$ cat config.mk
export PLATFORM = sky130hd
export DESIGN_NAME = strobe_watchdog
export DESIGN_NICKNAME = d
export VERILOG_FILES = /design/src/rtl/swd_pkg.sv /design/src/rtl/swd_strobe_edge.sv /design/src/rtl/swd_period_decode.sv /design/src/rtl/swd_tick_counter.sv /design/src/rtl/strobe_watchdog.sv
export SDC_FILE = /design/constraint.sdc
export NUM_CORES = 1
export LEC_CHECK = 0
export CAP_MARGIN = 0
export CORE_AREA = 2 2 49 51
export CTS_CLUSTER_SIZE = 25
export DETAILED_ROUTE_END_ITERATION = 8
export DIE_AREA = 0 0 51 53
export PLACE_DENSITY = 0.67
export SETUP_SLACK_MARGIN = 0.1
export SYNTH_ARGS = -nofsm -noshare
export SYNTH_HDL_FRONTEND = slang
export SYNTH_SLANG_ARGS = --single-unit
$ cat constraint.sdc
create_clock -name clk -period 2.7 [get_ports clk]
set_input_delay 0.54 -clock clk [delete_from_list [all_inputs] [get_ports clk]]
set_output_delay 0.54 -clock clk [all_outputs]
set_load 0.03 [all_outputs]
$ cat src/rtl/swd_pkg.sv
package swd_pkg;

    typedef enum logic [1:0] {
        WD_HOLD  = 2'd0,
        WD_COUNT = 2'd1,
        WD_FIRE  = 2'd2
    } wd_state_e;

    typedef enum logic [1:0] {
        SEL_SHORT = 2'b00,
        SEL_MID   = 2'b01,
        SEL_LONG  = 2'b10,
        SEL_FLOAT = 2'b11
    } wd_sel_e;

endpackage

$ cat src/rtl/swd_strobe_edge.sv
module swd_strobe_edge #(
    parameter int SYNC_STAGES = 2
) (
    input  logic clk,
    input  logic rst_n,
    input  logic strobe_async,
    output logic strobe_sync,
    output logic fall_pulse
);
    localparam int TOP = SYNC_STAGES - 1;

    logic [SYNC_STAGES-1:0] chain;
    logic                   last_level;

    generate
        for (genvar i = 0; i < SYNC_STAGES; i++) begin : g_stage
            if (i == 0) begin : g_first
                always_ff @(posedge clk) begin
                    if (!rst_n) chain[i] <= 1'b0;
                    else        chain[i] <= strobe_async;
                end
            end else begin : g_next
                always_ff @(posedge clk) begin
                    if (!rst_n) chain[i] <= 1'b0;
                    else        chain[i] <= chain[i-1];
                end
            end
        end
    endgenerate

    always_ff @(posedge clk) begin
        if (!rst_n) last_level <= 1'b0;
        else        last_level <= chain[TOP];
    end

    assign strobe_sync = chain[TOP];
    assign fall_pulse  = last_level & ~chain[TOP];

endmodule

$ cat src/rtl/swd_period_decode.sv
module swd_period_decode
    import swd_pkg::*;
#(
    parameter int SHORT_TICKS = 150,
    parameter int MID_TICKS   = 600,
    parameter int LONG_TICKS  = 1200,
    parameter int CW          = 11
) (
    input  logic [1:0]    sel,
    output logic [CW-1:0] limit
);
    always_comb begin
        unique case (wd_sel_e'(sel))
            SEL_SHORT: limit = CW'(SHORT_TICKS);
            SEL_MID:   limit = CW'(MID_TICKS);
            SEL_LONG:  limit = CW'(LONG_TICKS);
            SEL_FLOAT: limit = CW'(MID_TICKS);
        endcase
    end

endmodule

$ cat src/rtl/swd_tick_counter.sv
module swd_tick_counter #(
    parameter int CW = 11
) (
    input  logic          clk,
    input  logic          rst_n,
    input  logic          tick,
    input  logic          clear,
    input  logic          enable,
    input  logic [CW-1:0] limit,
    output logic [CW-1:0] count,
    output logic          expire
);
    logic [CW-1:0] last_val;

    assign last_val = limit - CW'(1);
    assign expire   = enable & tick & ~clear & (count >= last_val);

    always_ff @(posedge clk) begin
        if (!rst_n || clear) begin
            count <= '0;
        end else if (enable && tick && (count < limit)) begin
            count <= count + CW'(1);
        end
    end

endmodule

$ cat src/rtl/strobe_watchdog.sv
module strobe_watchdog
    import swd_pkg::*;
#(
    parameter int SHORT_TICKS = 150,
    parameter int MID_TICKS   = 600,
    parameter int LONG_TICKS  = 1200,
    parameter int SYNC_STAGES = 2
) (
    input  logic       clk,
    input  logic       rst_n,
    input  logic       ms_tick,
    input  logic       strobe_in,
    input  logic [1:0] period_sel,
    input  logic       sys_reset_active,
    output logic       timeout_req
);
    localparam int MAX_A = (SHORT_TICKS > MID_TICKS) ? SHORT_TICKS : MID_TICKS;
    localparam int MAX_T = (MAX_A > LONG_TICKS) ? MAX_A : LONG_TICKS;
    localparam int CNT_W = $clog2(MAX_T + 1);

    wd_state_e     state_q, state_d;
    logic          strobe_s;
    logic          fall_evt;
    logic [CNT_W-1:0] period_lim;
    logic [CNT_W-1:0] tick_cnt;
    logic          cnt_clear;
    logic          cnt_en;
    logic          period_done;

    swd_strobe_edge #(.SYNC_STAGES(SYNC_STAGES)) u_edge (
        .clk          (clk),
        .rst_n        (rst_n),
        .strobe_async (strobe_in),
        .strobe_sync  (strobe_s),
        .fall_pulse   (fall_evt)
    );

    swd_period_decode #(
        .SHORT_TICKS (SHORT_TICKS),
        .MID_TICKS   (MID_TICKS),
        .LONG_TICKS  (LONG_TICKS),
        .CW          (CNT_W)
    ) u_dec (
        .sel   (period_sel),
        .limit (period_lim)
    );

    assign cnt_en    = (state_q == WD_COUNT);
    assign cnt_clear = sys_reset_active | ~cnt_en | fall_evt;

    swd_tick_counter #(.CW(CNT_W)) u_cnt (
        .clk    (clk),
        .rst_n  (rst_n),
        .tick   (ms_tick),
        .clear  (cnt_clear),
        .enable (cnt_en),
        .limit  (period_lim),
        .count  (tick_cnt),
        .expire (period_done)
    );

    always_comb begin
        state_d = state_q;
        unique case (state_q)
            WD_HOLD:  if (!sys_reset_active) state_d = WD_COUNT;
            WD_COUNT: begin
                if (sys_reset_active) state_d = WD_HOLD;
                else if (period_done) state_d = WD_FIRE;
            end
            WD_FIRE:  state_d = sys_reset_active ? WD_HOLD : WD_COUNT;
            default:  state_d = WD_HOLD;
        endcase
    end

    always_ff @(posedge clk) begin
        if (!rst_n) state_q <= WD_HOLD;
        else        state_q <= state_d;
    end

    always_comb begin
        timeout_req = (state_q == WD_FIRE);
    end

    logic unused_sync;
    assign unused_sync = strobe_s;

endmodule

==> results of run 1 <==
[layer usage]
metal	vias to the layer above	GRT usage
met4	0	0.0946
met2	6	0.359
met3	5	0.0339
li1	477	-
met5	-	0
met1	400	0.235
[placed cells by master (no fill, tap or decap), types with 5 or more instances in the layout]
cell             netlist  final
dfxtp_1               16     16
ha_1                  12     12
o31ai_1                6      6
buf_4                  0      8
nand3_1                7      7
nand2_1                9      9
a21oi_1               11      9
and3_1                 7      7
clkdlybuf4s50_1        0      6
or4_1                  6      5
inv_1                  6      5
[cells by family after synthesis]
| family | after synthesis | share of synthesized area |
|---|---|---|
| buf+inv | 8 | 0.0376 |
| fa+ha+maj | 12 | 0.145 |
| simple gates | 52 | 0.298 |
| compound gates | 28 | 0.190 |
| xor+xnor | 1 | 0.00849 |
| flops | 16 | 0.310 |
| mux | 1 | 0.00970 |
[power by group]
group | leakage, nW | internal (W) | switching [W]
logic | 0.348 | 0.0000248 | 0.0000220
clock network | 0.0210 | 0.0000823 | 0.0000815
registers | 0.130 | 0.000239 | 0.00000132
total | 0.499 | 0.000346 | 0.000105
[flip-flops by register name (all words and copies together) (netlist names)]
register / cells
u_edge.last_level: 1
u_edge.strobe_sync: 1
u_edge.chain: 1
state_q: 2
u_cnt.count: 11
[how the worst min path moves through the flow]
stage / start / endpoint / slack (ps)
final: u_edge.chain[0]$_SDFF_PN0_ / u_edge.strobe_sync$_SDFF_PN0_ / 470
after floorplan: u_edge.chain[0]$_SDFF_PN0_ / u_edge.strobe_sync$_SDFF_PN0_ / 410
after CTS: u_edge.chain[0]$_SDFF_PN0_ / u_edge.strobe_sync$_SDFF_PN0_ / 480
after global placement: u_edge.chain[0]$_SDFF_PN0_ / u_edge.strobe_sync$_SDFF_PN0_ / 420
after global routing: u_edge.chain[0]$_SDFF_PN0_ / u_edge.strobe_sync$_SDFF_PN0_ / 510
after detailed placement: u_edge.chain[0]$_SDFF_PN0_ / u_edge.strobe_sync$_SDFF_PN0_ / 450
[per-stage QoR]
step / util / cells / TNS [ps] / instance area [um2] / worst slack [ps]
after floorplan: - / 118 / 0 / 1030 / 516
after global placement: 0.559 / 160 / -768 / 1200 / -135
after detailed placement: 0.559 / 160 / -985 / 1200 / -175
after CTS: 0.576 / 164 / 0 / 1240 / 145
after global routing: 0.588 / 164 / 0 / 1260 / 129
final: 0.588 / 164 / 0 / 1260 / 256
[layout make-up]
class | instances | area, um2 | area share
multi-input cells | 94 | 696 | 0.551
well taps | 28 | 35.0 | 0.0278
clock buffers | 4 | 36.3 | 0.0287
repair buffers | 16 | 153 | 0.121
flip-flops and latches | 16 | 320 | 0.254
inverters | 6 | 22.5 | 0.0178
[timing repair]
item / CTS / global route
gates resized for setup: 0 / 7
endpoints found under the setup margin: 0 / 7
hold buffers: 0 / 0
==> impl_metrics.yaml, run 1 <==
status:
  outcome: "finished clean"
clocking:
  cts.htree.levels: 1
  cts_max_path_buffers: 2
  clk_latency_ps: 290
  cts.reportedPaths.clkPinSlew_ps: 100
  cts_tree: "built"
  cts_buffers: 3
  cts_setup_buffers: 0
  root_buffer: "clkbuf_4"
  clock-sinks: 16
global_route:
  grt_pass1_wl_um: 3980
  grt_pass1_vias: 877
  antenna_found_initial: 0
  overflow: 0
  grt_use_total: 0.202
  grt_max_degree: 18
setup_path:
  rr_startpoint: "u_cnt.count[6]$_SDFFE_PP0P_"
  critPathCapture: "u_cnt.count[8]$_SDFFE_PP0P_"
  cp-startpoint: "period_sel[1]"
  crit_family: "simple AND/OR/NAND/NOR gates"
  required_ps: 2930
  crit_fanout: 12
  crit_type: "input port to register"
  slowest_delay_ps: 490
  cp_num_cells: 9
  cp.arrival_ps: 2670
  path_buf_inv: 2
  cp_cell_sequence: "clkdlybuf4s50_1, or2_2, ha_1, nor2b_1, o21ai_2, a211oi_2, buf_4, or4_1, a21oi_2"
  worstSetupEndpointType: "register"
  crit_slowest_cell: "or4_1"
  rr_worst_depth: 7
  r2r_setup_slack_ps: 690
  crit_path_start_kind: "input port"
  r2r-end: "u_cnt.count[8]$_SDFFE_PP0P_"
placed_design:
  place.detailed.hpwl_um: 1710
  place.gp.congestion: 0.788
  port_buffers: 7
synthesis:
  syn_inst: 118
  ys_top_cells_by_area: "dfxtp_1 31%, ha_1 15%, a21oi_1 5.3%"
  synthTopCellsByCount: "16 x dfxtp_1, 12 x ha_1, 11 x a21oi_1, 9 x nand2_1"
  synth_seq_cells: 16
  netlist_area_um2: 1030
  synth-async-reset-ratio: 0
  ys_seq_area_frac: 0.310
  synth.yosys.warnings: 0
  synth-edff-count: 0
  avgSynthCellArea_um2: 8.75
  yosysUniqueCellTypes: 35
  mappedNetlistNets: 137
  yosys.area.top_type: "dfxtp_1"
  synth_top_area_frac: 0.310
  synthFlopType: "dfxtp_1"
  yosysMostFrequentCell: "dfxtp_1"
floorplan:
  dieArea_um2: 2700
  die_w_um: 51
  die_h_um: 53
  io-pin-count: 8
  coreArea_um2: 2150
  initial_utilization: 0.480
  core.rowCount: 17
sta:
  min_period_over_period: 0.905
  finalMaxSlewViolations: 0
  setup_viol: 0
  post-route-min-period_ps: 2440
  hold_viol_final: 0
  timing.fmax_mhz: 409
  fin_hold_ws_ps: 466
  rsz0062_at_grt: "no"
  tightest_slew_ps: 478
  relSlewSlack: 0.680
  skew_ps: 1.37
layout:
  fin_nets: 156
  antennaDiodeCount: 0
  syn2layout_area_growth_pct: 22.3
  drive_above_1_share: 0.191
  fillers: 202
power_and_ir_drop:
  power_w: 0.000450
  worst_ir_drop_vdd_mv: 0.228
  power.leakage_nw: 0.499
  p_per_area_nw_per_um2: 357
detailed_routing:
  drtPass1Iterations: 4
  avgViaCountPerCell: 5.41
  drtIter0Drc: 6
  wl_per_cell_um: 13.2
  highest_layer: "met4"
  vias: 888
  drt_wl_total_um: 2170
  wl_met1_um: 1030
  detail-route-antenna-nets: 0
  drc: 0
  wl_met3_um: 38
  dr_wl_met2_um: 1050
hold_path:
  hold_path.class: "register to register"
  whs_path_depth: 1
flow_run:
  maxCapViolCount: 0
Power figures use the tool's default switching activity.
==> run 2: changes to the inputs <==
--- a/config.mk
+++ b/config.mk
@@ -12,6 +12,7 @@
 export DIE_AREA = 0 0 51 53
 export PLACE_DENSITY = 0.67
 export SETUP_SLACK_MARGIN = 0.1
+export SKIP_LAST_GASP = 1
 export SYNTH_ARGS = -nofsm -noshare
 export SYNTH_HDL_FRONTEND = slang
 export SYNTH_SLANG_ARGS = --single-unit
==> results of run 2 <==
No change in the layout: final DEF, timing and power equal those of run 1.
